==> config.mk <==
export PLATFORM = sky130hd
export DESIGN_NAME = sync_presence_detector
export DESIGN_NICKNAME = d
export VERILOG_FILES = /design/src/rtl/spd_pkg.sv /design/src/rtl/spd_thresh_decode.sv /design/src/rtl/spd_run_counter.sv /design/src/rtl/spd_judge.sv /design/src/rtl/sync_presence_detector.sv
export SDC_FILE = /design/constraint.sdc
export NUM_CORES = 1
export LEC_CHECK = 0
export ABC_AREA = 1
export BUFFER_PORTS_ARGS = -buffer_cell sky130_fd_sc_hd__buf_2
export CORE_MARGIN = 2
export CORE_UTILIZATION = 34
export DETAILED_ROUTE_END_ITERATION = 12
export PLACE_DENSITY_LB_ADDON = 0.05
export SYNTH_ARGS = -nofsm -noshare
export SYNTH_HDL_FRONTEND = slang
export SYNTH_HIERARCHICAL = 1
export SYNTH_SLANG_ARGS = --single-unit
==> constraint.sdc <==
create_clock -name clk -period 3.9 [get_ports clk]
set_clock_uncertainty 0.2 [all_clocks]
set_input_delay 0.78 -clock clk [delete_from_list [all_inputs] [get_ports clk]]
set_output_delay 0.78 -clock clk [all_outputs]
set_load 0.05 [all_outputs]
==> src/rtl/spd_pkg.sv <==
package spd_pkg;

  // Position of the highest set bit plus one; zero when no bit is set.
  function automatic int unsigned top_bit_rank(input logic [15:0] code);
    int unsigned rank;
    rank = 0;
    for (int k = 0; k < 16; k++) begin
      if (code[k]) rank = k + 1;
    end
    return rank;
  endfunction

  // Run length selected by a one-hot code whose bit k stands for unit << k.
  function automatic int unsigned code_to_lines(input logic [15:0] code,
                                                input int unsigned unit);
    int unsigned rank;
    rank = top_bit_rank(code);
    return (rank == 0) ? 0 : (unit << (rank - 1));
  endfunction

endpackage

==> src/rtl/spd_thresh_decode.sv <==
module spd_thresh_decode #(
  parameter int CODE_W = 3,
  parameter int UNIT   = 4,
  parameter int OUT_W  = 9
) (
  input  logic [CODE_W-1:0] code,
  output logic [OUT_W-1:0]  lines
);
  import spd_pkg::*;

  always_comb begin
    lines = OUT_W'(code_to_lines(16'(code), UNIT));
  end
endmodule

==> src/rtl/spd_run_counter.sv <==
module spd_run_counter #(
  parameter int W = 9
) (
  input  logic         clk,
  input  logic         rst_n,
  input  logic         clr,
  input  logic         inc,
  output logic [W-1:0] count,
  output logic [W-1:0] count_next_inc
);
  // Saturating successor; the counter never wraps to zero.
  assign count_next_inc = (&count) ? count : count + 1'b1;

  always_ff @(posedge clk or negedge rst_n) begin
    if (!rst_n)   count <= '0;
    else if (clr) count <= '0;
    else if (inc) count <= count_next_inc;
  end
endmodule

==> src/rtl/spd_judge.sv <==
module spd_judge #(
  parameter int W = 9
) (
  input  logic         clk,
  input  logic         rst_n,
  input  logic         line_stb,
  input  logic         sync_seen,
  input  logic [W-1:0] run_succ,
  input  logic [W-1:0] acq_lines,
  input  logic [W-1:0] loss_lines,
  output logic         run_clr,
  output logic         run_inc,
  output logic         acquire_hit,
  output logic         loss_hit,
  output logic         present
);
  logic loss_off;
  logic run_break;

  assign loss_off    = (loss_lines == '0);
  assign acquire_hit = !present && line_stb && sync_seen && (run_succ >= acq_lines);
  assign loss_hit    = present && line_stb && !sync_seen && !loss_off
                       && (run_succ >= loss_lines);
  assign run_break   = line_stb && (present ? sync_seen : !sync_seen);
  assign run_clr     = acquire_hit || loss_hit || run_break
                       || (present && line_stb && loss_off);
  assign run_inc     = line_stb && !run_clr;

  always_ff @(posedge clk or negedge rst_n) begin
    if (!rst_n)           present <= 1'b0;
    else if (acquire_hit) present <= 1'b1;
    else if (loss_hit)    present <= 1'b0;
  end
endmodule

==> src/rtl/sync_presence_detector.sv <==
module sync_presence_detector #(
  parameter int ACQ_W     = 3,
  parameter int LOSS_W    = 4,
  parameter int ACQ_UNIT  = 4,
  parameter int LOSS_UNIT = 32,
  localparam int RUN_W    = $clog2(LOSS_UNIT << (LOSS_W - 1)) + 1
) (
  input  logic              clk,
  input  logic              rst_n,
  input  logic              line_stb,
  input  logic              sync_seen,
  input  logic [ACQ_W-1:0]  acq_code,
  input  logic [LOSS_W-1:0] loss_code,
  output logic              sync_present
);
  logic [RUN_W-1:0] acq_lines;
  logic [RUN_W-1:0] loss_lines;
  logic [RUN_W-1:0] run_count;
  logic [RUN_W-1:0] run_succ;
  logic             run_clr;
  logic             run_inc;
  logic             acquire_hit;
  logic             loss_hit;

  spd_thresh_decode #(.CODE_W(ACQ_W), .UNIT(ACQ_UNIT), .OUT_W(RUN_W)) u_acq_dec (
    .code (acq_code),
    .lines(acq_lines)
  );

  spd_thresh_decode #(.CODE_W(LOSS_W), .UNIT(LOSS_UNIT), .OUT_W(RUN_W)) u_loss_dec (
    .code (loss_code),
    .lines(loss_lines)
  );

  spd_run_counter #(.W(RUN_W)) u_run (
    .clk           (clk),
    .rst_n         (rst_n),
    .clr           (run_clr),
    .inc           (run_inc),
    .count         (run_count),
    .count_next_inc(run_succ)
  );

  spd_judge #(.W(RUN_W)) u_judge (
    .clk        (clk),
    .rst_n      (rst_n),
    .line_stb   (line_stb),
    .sync_seen  (sync_seen),
    .run_succ   (run_succ),
    .acq_lines  (acq_lines),
    .loss_lines (loss_lines),
    .run_clr    (run_clr),
    .run_inc    (run_inc),
    .acquire_hit(acquire_hit),
    .loss_hit   (loss_hit),
    .present    (sync_present)
  );
endmodule

# Word level (Yosys, flattened, before mapping)
# Index checks and enable logic that the tools add are counted.
[classes] addsub=3 n_mul=0 n_div=0 n_lt_le_gt_ge=2 eq_ne=0 shifts=2 mux=15 n_bitwise=0 reduce_logical=23
[op_table] op="zero test 32 bit" count=2
[op_table] op="two-way mux 9 bit" count=5
[op_table] op="left shift 3 x 32 -> 9 bit (first input constant)" count=1
[op_table] op="left shift 6 x 32 -> 9 bit (first input constant)" count=1
[op_table] op="greater-or-equal comparator 9 bit" count=2
[op_table] op="logical AND 1 bit" count=10
[op_table] op="adder 9 x 1 -> 9 bit (second input constant)" count=1
[op_table] op="zero test 9 bit" count=1
[op_table] op="AND reduction 9 bit" count=1
[op_table] op="two-way mux 2 bit" count=4
[op_table] op="two-way mux 1 bit" count=5
[op_table] op="zero test 1 bit" count=4
[op_table] op="nonzero test 2 bit" count=2
[op_table] op="subtractor 3 x 1 -> 4 bit (second input constant)" count=1
[op_table] op="logical OR 1 bit" count=3
[op_table] op="two-way mux 3 bit" count=1
[op_table] op="subtractor 2 x 1 -> 3 bit (second input constant)" count=1
[word_totals] register_bits=10 latchBits=0 ramBits=0 rom_bits=0 inputBits=11 output_inout_bits=1 n_memories=0

# Depth between registers and ports, before layout
[logic_depth] ltp_word=18 mapped_depth=25 ltp_nobuf=25

# By module
# Netlist, hierarchy kept.
[by_module_without_submodules] module="spd_run_counter" n_inst=1 cells_each=89 area_each_um2=640.6 seq_area_each_um2=225.2
[by_module_without_submodules] module="spd_judge" n_inst=1 cells_each=106 area_each_um2=624.3 seq_area_each_um2=25.0
[by_module_without_submodules] module="spd_thresh_decode (u_loss_dec)" n_inst=1 cells_each=31 area_each_um2=172.7 seq_area_each_um2=0.0
[by_module_without_submodules] module="spd_thresh_decode (u_acq_dec)" n_inst=1 cells_each=24 area_each_um2=168.9 seq_area_each_um2=0.0

# Worst setup path after synthesis
# No wires, ideal clock.
[synth_path] kind="input port to flip-flop" from="in loss_code[1]" to="reg u_run.count[0]" arrival_ns=3.245 path_slack_ns=0.390 path_stages=25 path_buffers=0 cell_sequence="inv_1 -> nand2_1 -> nand2_1 -> nand2_1 -> ha_1 -> ha_1 -> inv_1 -> nor2_1 -> nand2_1 -> nor2_1 -> inv_2 -> ha_1 -> nand2_1 -> nand2_1 -> nand2_1 -> nand2_1 -> nor2_1 -> nand2_1 -> nand2_2 -> nand3_2 -> nor2_2 -> nor2_2 -> nor2_1 -> nand3_1 -> nand2_1"
[synth_via] elab_chain_cells=16
[synth_lines] element="from (decl)" line="sync_presence_detector.sv:13" source="input logic [LOSS_W-1:0] loss_code,"
[synth_lines] element="two-way mux 2 bit (*) (2 in series)" line="spd_pkg.sv:8" source="if (code[k]) rank = k + 1;"
[synth_lines] element="two-way mux 3 bit (*)" line="spd_pkg.sv:8"
[synth_lines] element="subtractor 3 x 1 -> 4 bit" line="spd_pkg.sv:18" source="return (rank == 0) ? 0 : (unit << (rank - 1));"
[synth_lines] element="left shift 6 x 32 -> 9 bit" line="spd_pkg.sv:18"
[synth_lines] element="two-way mux 9 bit (*)" line="spd_pkg.sv:18"
[synth_lines] element="named net loss_lines[6]" line="sync_presence_detector.sv:17" source="logic [RUN_W-1:0] loss_lines;"
[synth_lines] element="branches (longest 6 deep; another with greater-or-equal comparator 9 bit)"
[synth_lines] element="logical OR 1 bit (*)" line="spd_judge.sv:26" source="|| (present && line_stb && loss_off);"
[synth_lines] element="named net run_clr" line="sync_presence_detector.sv:20" source="logic run_clr;"
[synth_lines] element="zero test 1 bit (*)" line="spd_judge.sv:27" source="assign run_inc = line_stb && !run_clr;"
[synth_lines] element="logical AND 1 bit (*)" line="spd_judge.sv:27"
[synth_lines] element="named net run_inc" line="sync_presence_detector.sv:21" source="logic run_inc;"
[synth_lines] element="nonzero test 2 bit (no line) (*)"
[synth_lines] element="to (signal assigned)" line="spd_run_counter.sv:17" source="else if (inc) count <= count_next_inc;"
[synth_lines] element="to (decl)" line="spd_run_counter.sv:8" source="output logic [W-1:0] count,"
# Mark *: on every way through the listed nets, which the timed path passes.
# A chain may end at the register's enable or synchronous reset.

# Worst setup path in the final report
[layout_path] from="in loss_code[3]" to="reg u_run.count[0]"
[layout_via] elab_chain_cells=14
[layout_lines] element="two-way mux 3 bit (*)" line="spd_pkg.sv:8"
[layout_lines] element="subtractor 3 x 1 -> 4 bit" line="spd_pkg.sv:18"
[layout_lines] element="left shift 6 x 32 -> 9 bit" line="spd_pkg.sv:18"
[layout_lines] element="two-way mux 9 bit (*)" line="spd_pkg.sv:18"
[layout_lines] element="named net loss_lines[6]" line="sync_presence_detector.sv:17"
[layout_lines] element="branches (longest 6 deep; another with greater-or-equal comparator 9 bit)"
[layout_lines] element="logical OR 1 bit (*)" line="spd_judge.sv:26"
[layout_lines] element="named net run_clr" line="sync_presence_detector.sv:20"
[layout_lines] element="zero test 1 bit" line="spd_judge.sv:27"
[layout_lines] element="logical AND 1 bit" line="spd_judge.sv:27"
[layout_lines] element="nonzero test 2 bit (no line)"
# Marks and branches as above.

==> flow_summary.json <==
{
  "fin_crit_sh_pct": 91.33,
  "clkPwrFrac_pct": 21.1,
  "syn_to_final_growth_pct": 8.978,
  "dp.cells": 310,
  "grt_pass1_vias": 1267,
  "leakage_nw": 1.025,
  "setup_slack_ps": 338.2,
  "cts_setup_buffers": 0,
  "drv_cap": 0,
  "p_sw_uw": 289.7,
  "setup_viol": 0,
  "drtPass1Iterations": 4,
  "multi_input_area_sq_mm": 0.001126,
  "drive_gt1_share_pct": 16.41,
  "r2r_start": "u_run/count[0]",
  "max_freq_mhz": 280.8,
  "ff2ff_setup_slack_ps": 740,
  "cts_sinks": 10,
  "die_w_microns": 72.66,
  "cp_max_fo": 9,
  "wl_per_cell_microns": 10.37,
  "antenna_found_initial": 0,
  "clk_pin_slew_ps": 50,
  "ctsLongestPathBuffers": 2,
  "row_count": 24,
  "ant_nets": 0,
  "fin_area_sq_mm": 0.001747,
  "synth_area_per_cell_sq_um": 6.437,
  "final.setup.tns_ps": 0,
  "hold_viol_final": 0,
  "reg2regPathDepth": 21,
  "finalNonFillerCells": 314,
  "hp-class": "input pin to asynchronous set/reset pin",
  "crit_path_start_kind": "input pin",
  "dieArea_sq_mm": 0.005279,
  "dpl_cell_area_sq_mm": 0.001682,
  "crit_type": "input pin to register",
  "grt_pass1_wl_microns": 5761,
  "syn_area_sq_mm": 0.001603,
  "fill_cells": 504,
  "regArea_sq_um": 250.2,
  "nNetsFinal": 302,
  "hold_ws_ps": 197.6,
  "cts_inserted_buffers": 3,
  "swShare_pct": 46.35,
  "final_common_cell": "nand2_1",
  "rsz0062_at_grt": "false",
  "gp_congestion": 0.8329,
  "hpwl_microns": 2666,
  "yosys_warnings": 6,
  "insertion_delay_ps": 240,
  "antenna_cells": 0,
  "fp.coreArea_sq_mm": 0.004444,
  "fin_crit_ps": 3562,
  "viasPerCell": 4.341,
  "seq_power_share_pct": 25.2,
  "route.detailed.drc": 0,
  "hold_buffers": 0,
  "internal-power_uw": 335.4,
  "via_count": 1363,
  "syn_inst": 249,
  "die_y_microns": 72.66,
  "ctsHtreeMaxLevel": 1,
  "critPathCaptureType": "register",
  "start_util_pct": 36.06,
  "status": "finished, final reports clean",
  "io_pins": 12,
  "clockRootBuffer": "clkbuf_8",
  "grt_overflow_total": 0,
  "crit-reg2reg-capture": "u_run/count[0]",
  "startpoint": "loss_code[3]",
  "vdd_drop_max_mv": 0.2954,
  "grt_usage_pct": 14.01,
  "critical_path_required_ps": 3830,
  "layout_common_cells": "nand2_1 (79), inv_1 (45), ha_1 (28)",
  "worstPathArrival_ps": 3490,
  "grt_max_degree": 11,
  "maxSlewViolCount": 0,
  "pre_cts_slack_ps": 4.899,
  "io_buffer_count": 11,
  "powerDensity_mw_per_mm2": 357.9,
  "drt-initial-drc-count": 58,
  "tritoncts": "yes",
  "p_comb_share_pct": 53.7,
  "cts_resized": 0,
  "drt_wl_total_microns": 3255
}
==> registers in the layout, summed over array words and instances (netlist names) <==
name / flops
u_run/count: 9
u_judge/present: 1
==> routing by layer <==
metal | wire (microns) | vias to the layer above | part of all wire, % | global-route usage (%)
met5 | 0 | - | 0 | 0
met4 | 9 | 0 | 0.28 | 3.704
met3 | 63 | 2 | 1.9 | 0.9669
met2 | 1287 | 12 | 40 | 21.52
met1 | 1894 | 576 | 58 | 21.11
li1 | - | 773 | - | -
==> through the flow <==
stage	power (mW)	utilization (%)
after floorplan	0.4094	-
after global placement	0.4895	37.84
after detailed placement	0.4865	37.84
after CTS	0.6228	39.08
after global routing	0.6960	39.30
final	0.6251	39.30
==> worst max-delay path, cell delays in order <==
cell     delay [ps]
buf_2           110
inv_2            90
o21ai_0         140
ha_1            230
ha_1            270
inv_1            30
nor2_1           80
nand2_1          70
nor2_1          130
inv_2            50
ha_1            300
nand2_1          60
nand2_1          50
nand2_1          50
nand2_1          40
nor2_1           90
nand2_1          90
nand2_2          80
nand3_2         150
nor2_4          230
nor2_1           60
buf_4           160
nand3_1          80
nand2_1          50
==> layout make-up <==
| type | count | area share (%) |
|---|---|---|
| well taps | 52 | 3.725 |
| multi-input cells | 186 | 64.47 |
| inverters | 50 | 10.74 |
| clock buffers | 4 | 3.152 |
| repair buffers | 12 | 3.582 |
| flip-flops and latches | 10 | 14.33 |
==> power by group through the flow <==
stage	combinational (mW)	clock [mW]	sequential, mW
after floorplan	0.244	0	0.166
after global placement	0.331	0	0.158
after detailed placement	0.329	0	0.157
after CTS	0.331	0.135	0.156
after global routing	0.392	0.142	0.163
final	0.336	0.132	0.158
==> worst max-delay path by stage <==
stage / end / cells past startpoint
3_5_place_dp: u_run/count[0] / 24
3_3_place_gp: u_run/count[2] / 24
2_1_floorplan: u_run/count[0] / 25
4_1_cts: u_run/count[0] / 24
5_1_grt: u_run/count[0] / 24
6_report: u_run/count[0] / 24
Note: power is estimated with default switching activity, not from simulation.
